<file path="src/rtl/sbk_pkg.sv">
package sbk_pkg;

  localparam int WORD_W = 32;
  localparam int SEL_W  = 4;
  localparam int CNT_W  = 12;
  localparam int REP_W  = 12;
  localparam int POS_W  = 10;
  localparam int TC_W   = POS_W - 1;
  localparam int SRC_N  = 2 ** SEL_W;
  localparam logic [SEL_W-1:0] SRC_PIX = '1;

  typedef enum logic [1:0] {PH_WAIT, PH_RUN, PH_DONE} phase_e;

  typedef struct packed {
    logic             pol_en;
    logic [SEL_W-1:0] clr_src;
    logic [SEL_W-1:0] trig_src;
    logic [SEL_W-1:0] run_src;
    logic [SEL_W-1:0] off_src;
    logic [POS_W-1:0] up;
    logic [POS_W-1:0] down;
    logic [CNT_W-1:0] run_lim;
    logic [CNT_W-1:0] off_lim;
    logic [REP_W-1:0] rep_lim;
  } cnt_cfg_t;

  function automatic cnt_cfg_t unpack_cfg(input logic [WORD_W-1:0] w0,
                                          input logic [WORD_W-1:0] w1,
                                          input logic [WORD_W-1:0] w2);
    cnt_cfg_t c;
    c.run_lim  = w0[31:20];
    c.run_src  = w0[19:16];
    c.off_lim  = w0[15:4];
    c.off_src  = w0[3:0];
    c.pol_en   = w1[31];
    c.clr_src  = w1[30:27];
    c.down     = w1[25:16];
    c.trig_src = w1[15:12];
    c.up       = w1[9:0];
    c.rep_lim  = w2[11:0];
    return c;
  endfunction

  function automatic logic word_ok(input logic [1:0] sel, input logic [WORD_W-1:0] d);
    case (sel)
      2'd0:    return 1'b1;
      2'd1:    return !d[10] && !d[26];
      2'd2:    return d[15:12] == 4'd0;
      default: return 1'b0;
    endcase
  endfunction

endpackage

</file>
<file path="src/rtl/sbk_cfg_store.sv">
module sbk_cfg_store
  import sbk_pkg::*;
#(
  parameter int NCNT  = 8,
  parameter int IDX_W = 3
) (
  input  logic              clk,
  input  logic              rst,
  input  logic              we,
  input  logic [IDX_W-1:0]  idx,
  input  logic [1:0]        sel,
  input  logic [WORD_W-1:0] data,
  output logic              reject,
  output cnt_cfg_t          cfg [NCNT]
);

  logic [WORD_W-1:0] w0_q [NCNT];
  logic [WORD_W-1:0] w1_q [NCNT];
  logic [WORD_W-1:0] w2_q [NCNT];
  logic              in_range;
  logic              accept;

  assign in_range = 32'(idx) < NCNT;
  assign accept   = we && in_range && word_ok(sel, data);

  always_ff @(posedge clk) begin
    if (rst) reject <= 1'b0;
    else     reject <= we && !accept;
  end

  for (genvar g = 0; g < NCNT; g++) begin : g_slot
    always_ff @(posedge clk) begin
      if (rst) begin
        w0_q[g] <= '0;
        w1_q[g] <= '0;
        w2_q[g] <= '0;
      end else if (accept && 32'(idx) == g) begin
        case (sel)
          2'd0:    w0_q[g] <= data;
          2'd1:    w1_q[g] <= data;
          default: w2_q[g] <= data;
        endcase
      end
    end
    assign cfg[g] = unpack_cfg(w0_q[g], w1_q[g], w2_q[g]);
  end

endmodule

</file>
<file path="src/rtl/sbk_counter.sv">
module sbk_counter
  import sbk_pkg::*;
(
  input  logic             clk,
  input  logic             rst,
  input  logic             en,
  input  cnt_cfg_t         cfg,
  input  logic [SRC_N-1:0] src_ev,
  output logic             evt_o,
  output logic             pulse_o
);

  phase_e           ph_q, ph_n;
  logic [CNT_W-1:0] woff_q, woff_n;
  logic [CNT_W-1:0] run_q, run_n;
  logic [TC_W-1:0]  tc_q, tc_n;
  logic [REP_W-1:0] rep_q, rep_n;
  logic             evt_n, pulse_n;
  logic [POS_W-1:0] pos_n;
  logic             run_ev, off_ev, trig_ev, clr_ev;

  assign run_ev  = src_ev[cfg.run_src];
  assign off_ev  = src_ev[cfg.off_src];
  assign trig_ev = src_ev[cfg.trig_src];
  assign clr_ev  = src_ev[cfg.clr_src];

  always_comb begin
    ph_n   = ph_q;
    woff_n = woff_q;
    run_n  = run_q;
    tc_n   = tc_q;
    rep_n  = rep_q;
    evt_n  = 1'b0;
    if (!en || clr_ev) begin
      ph_n   = PH_WAIT;
      woff_n = '0;
      run_n  = '0;
      tc_n   = '0;
      rep_n  = '0;
    end else begin
      case (ph_q)
        PH_WAIT: begin
          if (cfg.off_lim == '0) begin
            ph_n  = PH_RUN;
            run_n = '0;
            tc_n  = '0;
            rep_n = '0;
          end else if (off_ev) begin
            if (woff_q + CNT_W'(1) == cfg.off_lim) begin
              ph_n   = PH_RUN;
              woff_n = '0;
              run_n  = '0;
              tc_n   = '0;
              rep_n  = '0;
            end else begin
              woff_n = woff_q + CNT_W'(1);
            end
          end
        end
        PH_RUN: begin
          if (trig_ev && tc_q != '1) tc_n = tc_q + TC_W'(1);
          if (run_ev) begin
            if (run_q == cfg.run_lim) begin
              run_n = '0;
              tc_n  = '0;
              evt_n = 1'b1;
              if (cfg.rep_lim != '0) begin
                rep_n = rep_q + REP_W'(1);
                if (rep_q + REP_W'(1) == cfg.rep_lim) ph_n = PH_DONE;
              end
            end else begin
              run_n = run_q + CNT_W'(1);
            end
          end
        end
        default: ;
      endcase
    end
    pos_n   = {tc_n, 1'b0};
    pulse_n = cfg.pol_en ? (ph_n == PH_RUN && pos_n >= cfg.up && pos_n < cfg.down)
                         : evt_n;
  end

  always_ff @(posedge clk) begin
    if (rst) begin
      ph_q    <= PH_WAIT;
      woff_q  <= '0;
      run_q   <= '0;
      tc_q    <= '0;
      rep_q   <= '0;
      evt_o   <= 1'b0;
      pulse_o <= 1'b0;
    end else begin
      ph_q    <= ph_n;
      woff_q  <= woff_n;
      run_q   <= run_n;
      tc_q    <= tc_n;
      rep_q   <= rep_n;
      evt_o   <= evt_n;
      pulse_o <= pulse_n;
    end
  end

endmodule

</file>
<file path="src/rtl/sync_bank.sv">
module sync_bank
  import sbk_pkg::*;
#(
  parameter int NCNT  = 8,
  parameter int IDX_W = (NCNT > 1) ? $clog2(NCNT) : 1
) (
  input  logic              clk,
  input  logic              rst,
  input  logic              pix_en,
  input  logic              bank_en,
  input  logic              cfg_we,
  input  logic [IDX_W-1:0]  cfg_idx,
  input  logic [1:0]        cfg_sel,
  input  logic [31:0]       cfg_data,
  output logic              cfg_reject,
  output logic [NCNT-1:0]   sync_out,
  output logic [NCNT-1:0]   evt_out
);

  cnt_cfg_t         cfg [NCNT];
  logic [SRC_N-1:0] src_ev;

  initial begin
    if (NCNT > SRC_N - 2) $error("NCNT too large for the source code width");
  end

  sbk_cfg_store #(.NCNT(NCNT), .IDX_W(IDX_W)) u_store (
    .clk    (clk),
    .rst    (rst),
    .we     (cfg_we),
    .idx    (cfg_idx),
    .sel    (cfg_sel),
    .data   (cfg_data),
    .reject (cfg_reject),
    .cfg    (cfg)
  );

  always_comb begin
    src_ev                 = '0;
    src_ev[NCNT:1]         = evt_out;
    src_ev[SRC_PIX]        = pix_en;
  end

  for (genvar g = 0; g < NCNT; g++) begin : g_cnt
    sbk_counter u_cnt (
      .clk     (clk),
      .rst     (rst),
      .en      (bank_en),
      .cfg     (cfg[g]),
      .src_ev  (src_ev),
      .evt_o   (evt_out[g]),
      .pulse_o (sync_out[g])
    );
  end

endmodule

</file>
<file path="config.mk">
export PLATFORM = sky130hd
export DESIGN_NAME = sync_bank
export DESIGN_NICKNAME = d
export VERILOG_FILES = /design/src/rtl/sbk_pkg.sv /design/src/rtl/sbk_cfg_store.sv /design/src/rtl/sbk_counter.sv /design/src/rtl/sync_bank.sv
export SDC_FILE = /design/constraint.sdc
export NUM_CORES = 2
export LEC_CHECK = 0
export BUFFER_PORTS_ARGS = -buffer_cell sky130_fd_sc_hd__buf_4
export CAP_MARGIN = 0
export CORE_AREA = 2 2 381 383
export DETAILED_ROUTE_END_ITERATION = 12
export DIE_AREA = 0 0 383 385
export PLACE_DENSITY = 0.58
export RECOVER_POWER = 50
export SYNTH_ARGS = -nofsm -noshare
export SYNTH_HDL_FRONTEND = slang
export SYNTH_SLANG_ARGS = --single-unit
</file>
<file path="constraint.sdc">
create_clock -name clk -period 8 [get_ports clk]
set_input_delay 1.2 -clock clk [delete_from_list [all_inputs] [get_ports clk]]
set_output_delay 1.2 -clock clk [all_outputs]
set_load 0.05 [all_outputs]
</file>
; ---- After elaboration in Yosys (flattened, before gate mapping)
; Memories as Yosys holds them, arrays and structs flattened.
; Index checks and enable logic that the tools add are counted.
; W data, S select, Z words.
[word_totals]
mem_count = 3
elab_cells = 814
regBits = 393
ram_bits = 768
output_inout_bits = 17
input_bits = 42
[memory_table]
columns = memory, depth, width, read_ports, rd_clocked_by_memory_dff, wr, line
row1 = u_store.w0_q, 8, 32, 8, 0, 8, sbk_cfg_store.sv:17  ; logic [WORD_W-1:0] w0_q [NCNT];
row2 = u_store.w1_q, 8, 32, 8, 0, 8, sbk_cfg_store.sv:18  ; logic [WORD_W-1:0] w1_q [NCNT];
row3 = u_store.w2_q, 8, 32, 8, 0, 8, sbk_cfg_store.sv:19  ; logic [WORD_W-1:0] w2_q [NCNT];
[op_classes]
bitwise = 32
reduce_logical = 115
muxes = 430
n_addsub = 32
n_lt_le_gt_ge = 48
n_eq_ne = 97
[op_table]
columns = operator, n
row1 = $mux W12, 72
row2 = $mux W32, 24
row3 = $mux W9, 56
row4 = $pmux W12 S2, 16
row5 = $add A12 B1 Y12 const B, 24
row6 = $eq A12 B12 Y1, 24
row7 = $lt A4 B5 Y1 const B, 32
row8 = $mux W1, 149
row9 = $pmux W9 S2, 8
row10 = $bmux W1 S4, 32
row11 = $mux W2, 64
row12 = $logic_not A12 Y1, 8
row13 = $reduce_bool A12 Y1, 8
row14 = $ge A10 B10 Y1, 8
row15 = $lt A10 B10 Y1, 8
row16 = $add A9 B1 Y9 const B, 8
row17 = $ne A9 B9 Y1 const B, 8
row18 = $ne A2 B1 Y1 const B, 24
row19 = $ne A3 B1 Y1 const B, 16
row20 = $reduce_and A6 Y1, 8
row21 = $logic_and A1 B1 Y1, 35
row22 = $eq A2 B1 Y1 const B, 17
row23 = $pmux W2 S2, 8
row24 = $reduce_and A4 Y1, 8
row25 = other kinds (15), 89

; ---- Logic depth before layout (Yosys ltp)
; An unclocked memory read counts as a cell.
[logic_depth]
depth_word = 13
depth_mapped = 20

; ---- Hierarchy
; Synthesis repeated with hierarchy kept, for this count alone.
[hier_totals]
cells_unflattened = 5676
area_unflattened_um2 = 58082.0
[by_module_without_submodules]
columns = mod, n_inst, cells_per_inst, seq_area_each_um2, area_each_um2
row1 = sbk_cfg_store, 1, 1460, 17556.8, 23666.4
row2 = sbk_counter at g_cnt[0].u_cnt ..., 5, 520, 980.9, 4242.8
row3 = sbk_counter at g_cnt[7].u_cnt, 1, 568, 980.9, 4545.6
row4 = sbk_counter at g_cnt[6].u_cnt, 1, 541, 980.9, 4443.0
row5 = sbk_counter at g_cnt[2].u_cnt, 1, 506, 980.9, 4209.0
row6 = sync_bank, 1, 1, 0.0, 3.8

; ---- Least setup slack after synthesis
; No wires, ideal clock.
[synth_timing]
path_kind = input-to-reg
startpoint = input port pix_en
endpoint = register g_cnt[1].u_cnt.pulse_o
arrival_ns = 4.432
cell_stages = 19
setup_ns = 0.117
slack_ns = 3.451
path_cell_list = clkbuf_1 > clkbuf_1 > and4_1 > o21ai_0 > o31a_1 > nor2_1 > a31oi_1 > clkbuf_1 > o21bai_1 > a31o_2 > ha_1 > nor2b_1 > o21a_1 > o21ai_0 > nand2b_1 > a211oi_1 > o21ai_0 > and3_1 > a32o_1
[synth_between]
elab_chain_cells = 12
word_cells_on_any_way = 31
cone_classes = 2 x order compare / 1 x eq/ne / 24 x mux / 4 x reduce/logical
[synth_rtl]
columns = element, line
row1 = "start, declared", sync_bank.sv:9  ; input logic pix_en,
row2 = $bmux W1 S4, sbk_counter.sv:24  ; assign trig_ev = src_ev[cfg.trig_src];
row3 = $mux W1 (not written as such), sbk_counter.sv:24
row4 = $logic_and A1 B1 Y1, sbk_counter.sv:61  ; if (trig_ev && tc_q != '1) tc_n = tc_q + TC_W'(1);
row5 = $mux W9, sbk_counter.sv:61
row6 = $mux W9, sbk_counter.sv:63  ; if (run_q == cfg.run_lim) begin
row7 = $mux W9, sbk_counter.sv:62  ; if (run_ev) begin
row8 = $pmux W9 S2, sbk_counter.sv:41  ; case (ph_q)
row9 = $mux W9 (*), sbk_counter.sv:34  ; if (!en || clr_ev) begin
row10 = named net g_cnt[1].u_cnt.tc_n[0], sbk_counter.sv:16  ; logic [TC_W-1:0] tc_q, tc_n;
row11 = $ge A10 B10 Y1, sbk_counter.sv:80  ; pulse_n = cfg.pol_en ? (ph_n == PH_RUN && pos_n >= cfg.up && pos_n < cfg.down)
row12 = $logic_and A1 B1 Y1, sbk_counter.sv:80
row13 = $logic_and A1 B1 Y1 (*), sbk_counter.sv:80
row14 = $mux W1 (*), sbk_counter.sv:80
row15 = "end signal, assigned", sbk_counter.sv:100  ; pulse_o <= pulse_n;
row16 = "end, declared", sbk_counter.sv:10  ; output logic pulse_o
; The timed path passes the listed nets; every way through them passes the cells marked *. The select of a mux whose other input is x is not followed.
; A chain may end at the register's enable or synchronous reset.

; ---- Final worst setup path
[layout_timing]
startpoint = register g_cnt[7].u_cnt.evt_o
endpoint = register g_cnt[2].u_cnt.pulse_o
[layout_between]
elab_chain_cells = 12
word_cells_on_any_way = 31
cone_classes = 2 x order compare / 1 x eq/ne / 24 x mux / 4 x reduce/logical
[layout_rtl]
columns = element, line
row1 = "start, declared", sbk_counter.sv:9  ; output logic evt_o,
row2 = "start signal, assigned", sbk_counter.sv:99  ; evt_o <= evt_n;
row3 = $bmux W1 S4, sbk_counter.sv:24
row4 = $mux W1 (not written as such), sbk_counter.sv:24
row5 = $logic_and A1 B1 Y1, sbk_counter.sv:61
row6 = $mux W9, sbk_counter.sv:61
row7 = $mux W9, sbk_counter.sv:63
row8 = $mux W9, sbk_counter.sv:62
row9 = $pmux W9 S2, sbk_counter.sv:41
row10 = $mux W9 (*), sbk_counter.sv:34
row11 = named net g_cnt[2].u_cnt.tc_n[7], sbk_counter.sv:16
row12 = $ge A10 B10 Y1, sbk_counter.sv:80
row13 = $logic_and A1 B1 Y1, sbk_counter.sv:80
row14 = $logic_and A1 B1 Y1 (*), sbk_counter.sv:80
row15 = $mux W1 (*), sbk_counter.sv:80
row16 = "end signal, assigned", sbk_counter.sv:100
row17 = "end, declared", sbk_counter.sv:10
; Marked as above.

==> results.sh <==
export IMPL_cts_tree="yes"
export IMPL_power_clock_fraction_pct=46.2
export IMPL_synth_edff_count=584
export IMPL_clock_sink_count=977
export IMPL_fraction_of_the_yosys_area_taken_by_sequential_cells_pct=45.6
export IMPL_num_vias=43200
export IMPL_worst_setup_path_type="flop to flop"
export IMPL_post_drt_wl_per_cell_um=20.6
export IMPL_cts_clk_slew_worst_paths_ns=0.06
export IMPL_die_height_um=385
export IMPL_power_internal_mw=8.82
export IMPL_drt_total_wl_mm=158
export IMPL_syn_area_um2=55700
export IMPL_half_perimeter_wire_length_after_detailed_placement_mm=100
export IMPL_timing_rr_end="g_cnt[2].u_cnt.pulse_o"
export IMPL_final_period_minus_worst_setup_slack_ns=6.05
export IMPL_hp_class="flop to flop"
export IMPL_clk_latency_ns=0.74
export IMPL_synth_ff_latch_count=977
export IMPL_setup_worst_path_end_class="flop"
export IMPL_total_routing_resource_utilization_after_global_routing_pct=21.1
export IMPL_worst_pin_slew_ns=2.50
export IMPL_multiplexer_share_of_the_synthesized_area_pct=2.91
export IMPL_drc_markers=0
export IMPL_worst_clock_skew_ns=0.0304
export IMPL_max_cap_violations=18
export IMPL_reg2regPathDepth=16
export IMPL_dpl_cell_area_um2=57700
export IMPL_grt_setup_unrepaired="false"
export IMPL_holdPathStages=1
export IMPL_htree_num_levels=3
export IMPL_powerDensity_nw_per_um2=188
export IMPL_p_switching_mw=2.72
export IMPL_status="finished, violations left"
export IMPL_swShare_pct=23.6
export IMPL_pin_count=59
export IMPL_static_leakage_power_nw=21.7
export IMPL_design_final_nets=5880
export IMPL_initial_utilization_pct=38.9
export IMPL_cp_data_required_time_ns=8.66
export IMPL_drt_first_iter_violations=4063
export IMPL_post_cts_resized_instances=0
export IMPL_final_area_um2=61400
export IMPL_ant_nets=0
export IMPL_grt_overflow_total=0
export IMPL_dominant_combinational_cell_family_by_area_after_synthesis="simple AND/OR/NAND/NOR gates"
export IMPL_grt_pass1_vias=40900
export IMPL_grt_first_pass_wirelength_mm=242
export IMPL_synthToLayoutAreaGrowth_pct=10.1
export IMPL_final_hold_violation_count=0
export IMPL_post_synth_xor_area_fraction_pct=5.85
export IMPL_synth_adder_area_share_pct=4.13
export IMPL_place_congestion=0.860
export IMPL_detailedRoute_firstPassIterationCount=8
export IMPL_antenna_found_initial=28
export IMPL_peakVddDrop_mv=0.186
export IMPL_syn_nets=5995
export IMPL_layout_drive_gt1_share_pct=6.93
export IMPL_floorplan_die_area_um2=147000
export IMPL_seqPwrFrac_pct=48.6
export IMPL_worst_slew_margin_rel_pct=-66.8
export IMPL_postSynthAreaPerCell_um2=9.66
export IMPL_yosys_warnings=0
export IMPL_post_route_period_util_pct=75.6
export IMPL_finalPower_mw=11.5
export IMPL_crit_fanout=21
export IMPL_violations="capacitance limit, slew limit"
export IMPL_worst_setup_path_startpoint="g_cnt[7].u_cnt.evt_o"
export IMPL_max_freq_mhz=165
export IMPL_cts_hold_repair_buffers=0
export IMPL_io_buffer_count=58
export IMPL_synthesis_instances=5769
export IMPL_r2r_start="g_cnt[7].u_cnt.evt_o"
export IMPL_cp_data_arrival_time_ns=6.71
export IMPL_cts_setup_buffers=0
export IMPL_setup_total_negative_slack_ns=0
export IMPL_place_inst=7443
export IMPL_largest_net_degree_at_the_start_of_global_routing=40
export IMPL_row_count=139
export IMPL_finalSetupViolCount=0
export IMPL_cts_buffers_inserted=112
export IMPL_slew_violations=551
export IMPL_cell_count_final_fillers_out=7670
export IMPL_synth_distinct_cells=101
export IMPL_setup_worst_path_start_class="flop"
export IMPL_comb_power_share_pct=5.2
export IMPL_clk_path_buf_depth=3
export IMPL_r2r_slack_ns=1.95
export IMPL_timing_critical_path_to="g_cnt[2].u_cnt.pulse_o"
export IMPL_root_driver="sky130_fd_sc_hd__clkbuf_16"
export IMPL_post_synth_and_or_nand_nor_area_fraction_pct=23.5
export IMPL_synthFlopType="sky130_fd_sc_hd__edfxtp_1"
export IMPL_ys_async_rst_share_pct=0
export IMPL_synth_compound_gate_area_share_pct=13.8
export IMPL_die_width_um=383
export IMPL_core_area_um2=143000
export IMPL_vias_per_cell=5.63
state kept, by name, indices dropped and copies added (netlist names):
signal / count
u_store.w0_q: 256
u_store.w1_q: 232
g_cnt.u_cnt.rep_q: 96
g_cnt.u_cnt.run_q: 96
g_cnt.u_cnt.woff_q: 96
u_store.w2_q: 96
g_cnt.u_cnt.tc_q: 72
g_cnt.u_cnt.ph_q: 16
g_cnt.u_cnt.evt_o: 8
g_cnt.u_cnt.pulse_o: 8
u_store.reject: 1
cell families after synthesis:
| group | count (synthesis) |
|---|---|
| multiplexers | 119 |
| adder cells (fa/ha/maj) | 184 |
| flip-flops | 977 |
| buffers and inverters | 583 |
| AO/OA/AOI/OAI | 1169 |
| AND/OR/NAND/NOR | 2367 |
| XOR/XNOR | 370 |
Yosys cell counts (32+ instances only):
cell / instances / area [um^2]
sky130_fd_sc_hd__and2_1: 619 / 3870
sky130_fd_sc_hd__edfxtp_1: 584 / 17500
sky130_fd_sc_hd__dfxtp_1: 393 / 7870
sky130_fd_sc_hd__nor2_1: 370 / 1390
sky130_fd_sc_hd__nand2_1: 324 / 1220
sky130_fd_sc_hd__clkbuf_1: 290 / 1090
sky130_fd_sc_hd__a21oi_1: 274 / 1370
sky130_fd_sc_hd__o21ai_0: 253 / 1270
sky130_fd_sc_hd__xnor2_1: 232 / 2030
sky130_fd_sc_hd__inv_1: 227 / 852
sky130_fd_sc_hd__nand3_1: 185 / 926
sky130_fd_sc_hd__ha_1: 184 / 2300
sky130_fd_sc_hd__nor3_1: 144 / 721
sky130_fd_sc_hd__xor2_1: 136 / 1190
sky130_fd_sc_hd__a31oi_1: 113 / 707
sky130_fd_sc_hd__nor4_1: 104 / 651
sky130_fd_sc_hd__and3_1: 94 / 588
sky130_fd_sc_hd__nand4_1: 84 / 526
sky130_fd_sc_hd__nor2b_1: 77 / 482
sky130_fd_sc_hd__nand2b_1: 68 / 425
sky130_fd_sc_hd__mux2i_1: 62 / 621
sky130_fd_sc_hd__a21o_1: 61 / 458
sky130_fd_sc_hd__or3_1: 58 / 363
sky130_fd_sc_hd__a211oi_1: 45 / 338
sky130_fd_sc_hd__o21a_1: 43 / 323
sky130_fd_sc_hd__nor3b_1: 41 / 308
sky130_fd_sc_hd__o31ai_1: 38 / 285
sky130_fd_sc_hd__and4_1: 37 / 324
sky130_fd_sc_hd__o21bai_1: 35 / 263
sky130_fd_sc_hd__a311oi_1: 34 / 298
sky130_fd_sc_hd__mux4_2: 32 / 721
sky130_fd_sc_hd__nand3b_1: 32 / 240
power groups by stage:
stage,clock network (mW),logic [mW],registers (mW)
after floorplan,0,0.357,5.68
after global placement,0,0.602,5.71
after detailed placement,0,0.608,5.71
after CTS,5.44,0.611,5.61
after global routing,5.62,0.649,5.63
final,5.33,0.601,5.61
worst min path at each step:
stage	start	to
CTS	u_store.w1_q[1][63]	g_cnt[5].u_cnt.pulse_o
global placement	u_store.w1_q[1][63]	g_cnt[5].u_cnt.pulse_o
global route	g_cnt[4].u_cnt.rep_q[10]	g_cnt[4].u_cnt.rep_q[10]
finish	u_store.w1_q[1][63]	g_cnt[5].u_cnt.pulse_o
detailed placement	u_store.w1_q[1][63]	g_cnt[5].u_cnt.pulse_o
floorplan	u_store.w1_q[1][63]	g_cnt[5].u_cnt.pulse_o
final cells by class:
cell class | count | area (um^2)
Antenna cell | 13 | 32.5
Clock inverter | 62 | 741
Sequential cell | 977 | 25400
Timing Repair Buffer | 125 | 751
Tap cell | 1903 | 2380
Fill cell | 13700 | 81800
Multi-Input combinational cell | 4209 | 28100
Clock buffer | 152 | 3070
Inverter | 229 | 860
critical path: stages, from the launching register on:
cell,delay [ns]
sky130_fd_sc_hd__dfxtp_1,0.31
sky130_fd_sc_hd__clkbuf_1,1.12
sky130_fd_sc_hd__inv_1,0.09
sky130_fd_sc_hd__clkbuf_1,0.52
sky130_fd_sc_hd__or4_1,0.67
sky130_fd_sc_hd__a311oi_1,0.67
sky130_fd_sc_hd__nand2_1,0.14
sky130_fd_sc_hd__nand2_1,0.40
sky130_fd_sc_hd__nor3b_1,0.14
sky130_fd_sc_hd__o311a_1,0.40
sky130_fd_sc_hd__ha_1,0.30
sky130_fd_sc_hd__a21o_1,0.16
sky130_fd_sc_hd__a2111oi_0,0.39
sky130_fd_sc_hd__o21ai_0,0.14
sky130_fd_sc_hd__a41o_1,0.24
sky130_fd_sc_hd__nor3_1,0.14
sky130_fd_sc_hd__a22o_1,0.14
through the flow:
step	util [%]	setup WS, ns	hold slack [ns]
final	42.9	1.95	0.488
after global routing	42.8	1.63	0.519
after CTS	43.0	3.06	0.491
after detailed placement	40.3	2.70	0.480
after global placement	40.3	2.74	0.463
after floorplan	-	3.45	0.434
placed cells by master (no fill, tap or decap), drive strengths merged, types with 75 or more instances in the layout:
cell and n:
a21oi 275, edfxtp 584, dfxtp 393, nand2 324, nor4 106, nand3 187
nand4 85, nor3 144, and2 620, nor2b 77, ha 184, o21ai 254
xnor2 233, a31oi 113, xor2 136, and3 94, inv 231, clkbuf 202
nor2 373, buf 75
routing by layer:
metal / GRT usage, % / routed length (um)
met1: 28.3 / 69500
met2: 34.4 / 72400
met3: 3.19 / 10600
met4: 7.96 / 5390
met5: 0 / 7
(Power assumes the default switching activity.)
